===== config.mk =====
export PLATFORM = sky130hd
export DESIGN_NAME = sess_access_ctrl
export DESIGN_NICKNAME = d
export VERILOG_FILES = /design/src/rtl/sess_pkg.sv /design/src/rtl/sess_fail_counter.sv /design/src/rtl/sess_state.sv /design/src/rtl/sess_zone_gate.sv /design/src/rtl/sess_access_ctrl.sv
export SDC_FILE = /design/constraint.sdc
export NUM_CORES = 1
export LEC_CHECK = 0
export BUFFER_PORTS_ARGS = -buffer_cell sky130_fd_sc_hd__buf_2
export CORE_UTILIZATION = 38
export CTS_BUF_LIST = sky130_fd_sc_hd__clkbuf_8 sky130_fd_sc_hd__clkbuf_16
export DETAILED_ROUTE_END_ITERATION = 10
export MAX_ROUTING_LAYER = met4
export PLACE_DENSITY_LB_ADDON = 0.25
export SETUP_SLACK_MARGIN = 0.05
export SLEW_MARGIN = 20
export SYNTH_ARGS = -nofsm -noshare
export SYNTH_HDL_FRONTEND = slang
export SYNTH_SLANG_ARGS = --single-unit

===== constraint.sdc =====
create_clock -name clk -period 1.6 [get_ports clk]
set_input_delay 0.16 -clock clk [delete_from_list [all_inputs] [get_ports clk]]
set_output_delay 0.16 -clock clk [all_outputs]
set_load 0.01 [all_outputs]

===== src/rtl/sess_pkg.sv =====
package sess_pkg;
  typedef enum logic [1:0] {
    MODE_STD  = 2'd0,
    MODE_AUTH = 2'd1,
    MODE_ENC  = 2'd2
  } sess_mode_e;

  localparam logic KIND_PW   = 1'b0;
  localparam logic KIND_AUTH = 1'b1;
endpackage


===== src/rtl/sess_fail_counter.sv =====
module sess_fail_counter #(
  parameter int unsigned LIMIT = 4,
  parameter int unsigned CNT_W = 3
) (
  input  logic clk,
  input  logic rst_n,
  input  logic take,
  input  logic pass,
  output logic locked
);
  logic [CNT_W-1:0] cnt_q;

  assign locked = (cnt_q == CNT_W'(LIMIT));

  always_ff @(posedge clk or negedge rst_n) begin
    if (!rst_n) begin
      cnt_q <= '0;
    end else if (take) begin
      if (pass) begin
        cnt_q <= '0;
      end else if (!locked) begin
        cnt_q <= cnt_q + 1'b1;
      end
    end
  end
endmodule


===== src/rtl/sess_state.sv =====
module sess_state
  import sess_pkg::*;
#(
  parameter int unsigned PW_W  = 3,
  parameter int unsigned KEY_W = 2,
  parameter int unsigned IDX_W = 3
) (
  input  logic             clk,
  input  logic             rst_n,
  input  logic             sess_rst,
  input  logic             mac_abort,
  input  logic             att_take,
  input  logic             att_kind,
  input  logic             att_pass,
  input  logic [IDX_W-1:0] att_idx,
  input  logic             att_wr,
  input  logic             enc_take,
  input  logic [KEY_W-1:0] enc_key,
  output logic             pw_act,
  output logic [PW_W-1:0]  pw_idx,
  output logic             pw_wr,
  output sess_mode_e       mode_q,
  output logic [KEY_W-1:0] key_q
);
  always_ff @(posedge clk or negedge rst_n) begin
    if (!rst_n) begin
      pw_act <= 1'b0;
      pw_idx <= '0;
      pw_wr  <= 1'b0;
      mode_q <= MODE_STD;
      key_q  <= '0;
    end else if (sess_rst) begin
      pw_act <= 1'b0;
      pw_wr  <= 1'b0;
      mode_q <= MODE_STD;
    end else if (mac_abort) begin
      mode_q <= MODE_STD;
    end else if (att_take) begin
      if (att_kind == KIND_PW) begin
        if (att_pass) begin
          pw_act <= 1'b1;
          pw_idx <= att_idx[PW_W-1:0];
          pw_wr  <= att_wr;
        end else begin
          pw_act <= 1'b0;
          pw_wr  <= 1'b0;
        end
      end else if (att_pass) begin
        mode_q <= MODE_AUTH;
        key_q  <= att_idx[KEY_W-1:0];
      end else begin
        mode_q <= MODE_STD;
      end
    end else if (enc_take && mode_q == MODE_AUTH && enc_key == key_q) begin
      mode_q <= MODE_ENC;
    end
  end
endmodule


===== src/rtl/sess_zone_gate.sv =====
module sess_zone_gate
  import sess_pkg::*;
#(
  parameter int unsigned PW_W  = 3,
  parameter int unsigned KEY_W = 2,
  parameter int unsigned CFG_W = 8
) (
  input  logic [CFG_W-1:0] cfg,
  input  logic             pw_act,
  input  logic [PW_W-1:0]  pw_idx,
  input  logic             pw_wr,
  input  sess_mode_e       mode_q,
  input  logic [KEY_W-1:0] key_q,
  output logic             rd,
  output logic             wr
);
  localparam int unsigned AUTH_BIT = PW_W + 1;
  localparam int unsigned KEY_LO   = PW_W + 2;
  localparam int unsigned ENC_BIT  = CFG_W - 1;

  logic            pw_guard, auth_guard, enc_guard;
  logic [PW_W-1:0] pw_set;
  logic [KEY_W-1:0] key_sel;
  logic            pw_rd_ok, pw_wr_ok, auth_ok, enc_ok, key_match;

  always_comb begin
    pw_guard   = cfg[0];
    pw_set     = cfg[PW_W:1];
    auth_guard = cfg[AUTH_BIT];
    key_sel    = cfg[KEY_LO +: KEY_W];
    enc_guard  = cfg[ENC_BIT];
    key_match  = (key_q == key_sel);
    pw_rd_ok   = !pw_guard || (pw_act && pw_idx == pw_set);
    pw_wr_ok   = !pw_guard || (pw_act && pw_idx == pw_set && pw_wr);
    auth_ok    = !auth_guard || (mode_q != MODE_STD && key_match);
    enc_ok     = !enc_guard || (mode_q == MODE_ENC && key_match);
    rd         = pw_rd_ok && auth_ok && enc_ok;
    wr         = pw_wr_ok && auth_ok && enc_ok;
  end
endmodule


===== src/rtl/sess_access_ctrl.sv =====
module sess_access_ctrl
  import sess_pkg::*;
#(
  parameter int unsigned N_ZONES    = 16,
  parameter int unsigned N_PW       = 8,
  parameter int unsigned N_KEYS     = 4,
  parameter int unsigned FAIL_LIMIT = 4,
  localparam int unsigned PW_W  = $clog2(N_PW),
  localparam int unsigned KEY_W = $clog2(N_KEYS),
  localparam int unsigned IDX_W = (PW_W > KEY_W) ? PW_W : KEY_W,
  localparam int unsigned CFG_W = PW_W + KEY_W + 3,
  localparam int unsigned CNT_W = $clog2(FAIL_LIMIT + 1)
) (
  input  logic                     clk,
  input  logic                     rst_n,
  input  logic                     sess_rst,
  input  logic                     att_valid,
  input  logic                     att_kind,
  input  logic                     att_pass,
  input  logic [IDX_W-1:0]         att_idx,
  input  logic                     att_wr,
  input  logic                     enc_req,
  input  logic [KEY_W-1:0]         enc_key,
  input  logic                     mac_bad,
  input  logic [N_ZONES*CFG_W-1:0] zone_cfg,
  output logic [N_ZONES-1:0]       rd_grant,
  output logic [N_ZONES-1:0]       wr_grant,
  output logic [1:0]               mode,
  output logic                     locked
);
  sess_mode_e       mode_q;
  logic [KEY_W-1:0] key_q;
  logic             pw_act, pw_wr;
  logic [PW_W-1:0]  pw_idx;
  logic             mac_abort, att_take, enc_take;

  assign mac_abort = mac_bad && (mode_q != MODE_STD);
  assign att_take  = att_valid && !locked && !sess_rst && !mac_abort;
  assign enc_take  = enc_req && !att_valid && !sess_rst && !mac_abort;
  assign mode      = mode_q;

  sess_fail_counter #(.LIMIT(FAIL_LIMIT), .CNT_W(CNT_W)) fail_i (
    .clk(clk), .rst_n(rst_n), .take(att_take), .pass(att_pass), .locked(locked)
  );

  sess_state #(.PW_W(PW_W), .KEY_W(KEY_W), .IDX_W(IDX_W)) state_i (
    .clk(clk), .rst_n(rst_n), .sess_rst(sess_rst), .mac_abort(mac_abort),
    .att_take(att_take), .att_kind(att_kind), .att_pass(att_pass),
    .att_idx(att_idx), .att_wr(att_wr), .enc_take(enc_take), .enc_key(enc_key),
    .pw_act(pw_act), .pw_idx(pw_idx), .pw_wr(pw_wr), .mode_q(mode_q), .key_q(key_q)
  );

  for (genvar z = 0; z < N_ZONES; z++) begin : g_zone
    sess_zone_gate #(.PW_W(PW_W), .KEY_W(KEY_W), .CFG_W(CFG_W)) gate_i (
      .cfg(zone_cfg[z*CFG_W +: CFG_W]), .pw_act(pw_act), .pw_idx(pw_idx),
      .pw_wr(pw_wr), .mode_q(mode_q), .key_q(key_q),
      .rd(rd_grant[z]), .wr(wr_grant[z])
    );
  end
endmodule


==> results.toml <==
[sta]
slew_viol_final = 0
rsz0062_at_grt = "yes"
fin_worst_skew_ns = 0.00473
relSlewSlack_pct = 78.0
timing.fmax_mhz = 576
hold_viol = 0
min_period_over_period_pct = 109
setup_viol = 35
worst_slew_pin_slew_ns = 0.327
setup_ws_ns = -0.137
period_needed_ns = 1.74

[synth]
synth_top_family_by_area = "XOR/XNOR gates"
yosys_most_used_dff = "dfrtp_1"
netlist_instances = 300
synthAdderAreaFrac_pct = 1.06
yosysWarnings = 0
netlist.top_cell.by_area = "xnor2_1"
avgSynthCellArea_um2 = 7.88
synth_xor_area_share_pct = 30.4
synth_fp_nets = 444
synth_edf_count = 0
synth_cell_type_count = 36
synthMuxAreaShare_pct = 3.71
ys_ff_latch = 12
synth_compound_area_share_pct = 16.1
yosys-top-cells-area = "xnor2_1, dfrtp_1, buf_4, nand4_1, a21oi_1"
synth.top_cell.area_share_pct = 30.4
seq_area_frac_synth_pct = 12.7
synthArstFlopShare_pct = 100
yosys.area_share.simple_pct = 20.5
synth_area_mm2 = 0.00236

[floorplanning]
fp.dieArea_mm2 = 0.00654
core_region_area_mm2 = 0.00596
pin_count = 177
initial_core_util_pct = 39.7
num_rows = 28
fp.dieW_um = 80.9
die_height_um = 80.9

[detailed_routing]
dr.pass1.iters = 4
wl_per_cell_um = 16.9
ant_nets = 0
drtIter0Drc = 23
viasPerCell = 5.28
drt-total-wl_mm = 9.07
drc = 0
vias = 2835

[finish]
drive_above_1_share_pct = 70.8
final_cell_mix = "buf_2, xnor2_2, nand4_1"
final_common_cell = "buf_2"
stdcell_count = 537
num_antenna_cells = 0
final_util_pct = 71.9
nNetsFinal = 607
syn_to_final_growth_pct = 81.1

[global_routing]
grtUsageTotal_pct = 23.9
grt_pass1_vias = 2531
antenna_found_initial = 0
grt_pass1_wl_mm = 11.7
grt.overflow.total = 0
grt_max_degree = 18

[cts]
cts_buffers = 3
cts.sinks = 12
cts_max_level = 1
path_clk_slew_ns = 0.05
clk_path_buf_depth = 2
cts_root_buf = "clkbuf_8"
clk_latency_ns = 0.24
cts_tree = "yes"

[worst_hold_path]
worst_hold_path_type = "in2reg"

[run]
maxCapViolCount = 0

[placed_design]
dp_cells = 520
dp_hpwl_mm = 5.86
place_congestion = 0.849
pre_cts_slack_ns = -0.00637
port_buffers = 176

[power]
ir_drop_uv = 896
leakage_nw = 1.91
p_per_area_mw_per_mm2 = 1260

[worst_setup_path]
crit_slowest_cell = "dfrtp_1"
critPathArrivalTime_ns = 1.58
worst_setup_path_end_kind = "output pin"
cp_slowest_stage_delay_ns = 0.41
cp_cell_sequence = "buf_12, xnor2_4, a41oi_4, a21oi_1, buf_2"
required_ns = 1.44
path_max_fanout = 13
crit_type = "reg2out"
start_kind = "flip-flop"

[outcome]
failed_checks = "negative setup slack"
run_status = "finished, violations left"
-- registers in the layout (all words and copies together) (netlist names) --
register,count
fail_i.cnt_q,3
state_i.key_q,2
state_i.mode_q,2
state_i.pw_act,1
state_i.pw_idx,3
state_i.pw_wr,1
-- power by group --
group | internal, mW | leakage, nW | switching (mW)
clock network | 0.217 | 0.0288 | 0.118
registers | 0.409 | 0.150 | 0.109
logic | 2.35 | 1.73 | 2.17
total | 2.98 | 1.91 | 2.40
-- kinds of logic (layout without fill, tap and decap cells) --
family,after synthesis,in the layout
multiplexers,8,8
buffers and inverters,54,216
AND/OR/NAND/NOR,87,87
flip-flops,12,12
XOR/XNOR,82,82
adder cells (fa/ha/maj),2,2
AO/OA/AOI/OAI,55,55
-- per-layer routing --
layer | wire, um | track usage [%] | vias up
met5 | 0 | - | -
met4 | 112 | 4.82 | 0
met3 | 470 | 2.02 | 14
met2 | 5060 | 45.1 | 120
met1 | 3430 | 27.2 | 1344
li1 | - | - | 1357
-- stage by stage --
step           setup TNS (ns)  hold slack, ns  area (um^2)  power, mW
4_1_cts                 -1.73           0.148         3590       4.12
5_1_grt                 -3.89           0.150         4280       5.67
2_1_floorplan               0          -0.136         2370       2.54
6_report                -1.51           0.155         4280       5.38
3_3_place_gp                0          0.0532         3160       3.20
3_5_place_dp          -0.0170          0.0550         3160       3.27
-- final cells by class --
cell class,instances,area (um^2)
sequential,12,302
fill,454,1680
timing repair buffer,209,1230
multi-input combinational,234,2590
clock buffer,4,55.1
inverter,3,11.3
tap,75,93.8
-- synth_stat cells, types with 2 or more instances --
master	count
a21oi_1	32
mux2_2	6
a41oi_1	13
nor2_1	19
xnor2_1	82
ha_1	2
nand2_1	20
nand2b_1	2
nand3_1	2
nand4_1	32
nor4_4	2
a41oi_2	3
buf_4	39
inv_1	3
and2_1	2
mux2i_1	2
dfrtp_1	12
buf_2	7
clkbuf_1	3
-- path summary, 6_finish.rpt --
check	startpoint	endpoint	slack, ns	cells after the start
worst max-delay path	state_i.key_q[1]$_DFFE_PN0P_	rd_grant[12]	-0.14	5
worst min-delay path	att_idx[2]	state_i.pw_idx[2]$_DFFE_PN0P_	0.16	2
max in group asynchronous	rst_n	state_i.pw_idx[0]$_DFFE_PN0P_	1.02	2
worst max register to register	fail_i.cnt_q[0]$_DFFE_PN0P_	state_i.key_q[0]$_DFFE_PN0P_	-0.02	6
worst min register to register	state_i.pw_wr$_DFFE_PN0P_	state_i.pw_wr$_DFFE_PN0P_	0.57	2
min in group asynchronous	rst_n	fail_i.cnt_q[0]$_DFFE_PN0P_	0.34	2
-- timing repair --
| action | in CTS | in global routing |
|---|---|---|
| endpoints found under the hold margin | 12 | 0 |
| hold buffers | 1 | 0 |
| cloned | 1 | 1 |
| resized for setup | 49 | 92 |
| pin swaps | 8 | 30 |
| endpoints found under the setup margin | 38 | 40 |
| buffers inserted | 6 | 4 |
-- worst max-delay path, delay by kind of cell, from the launching register on --
kind	cells	cell delay, ns
compound gates	2	0.34
flops	1	0.41
xor+xnor	1	0.20
buf+inv	2	0.38
Power figures use the tool's default switching activity.
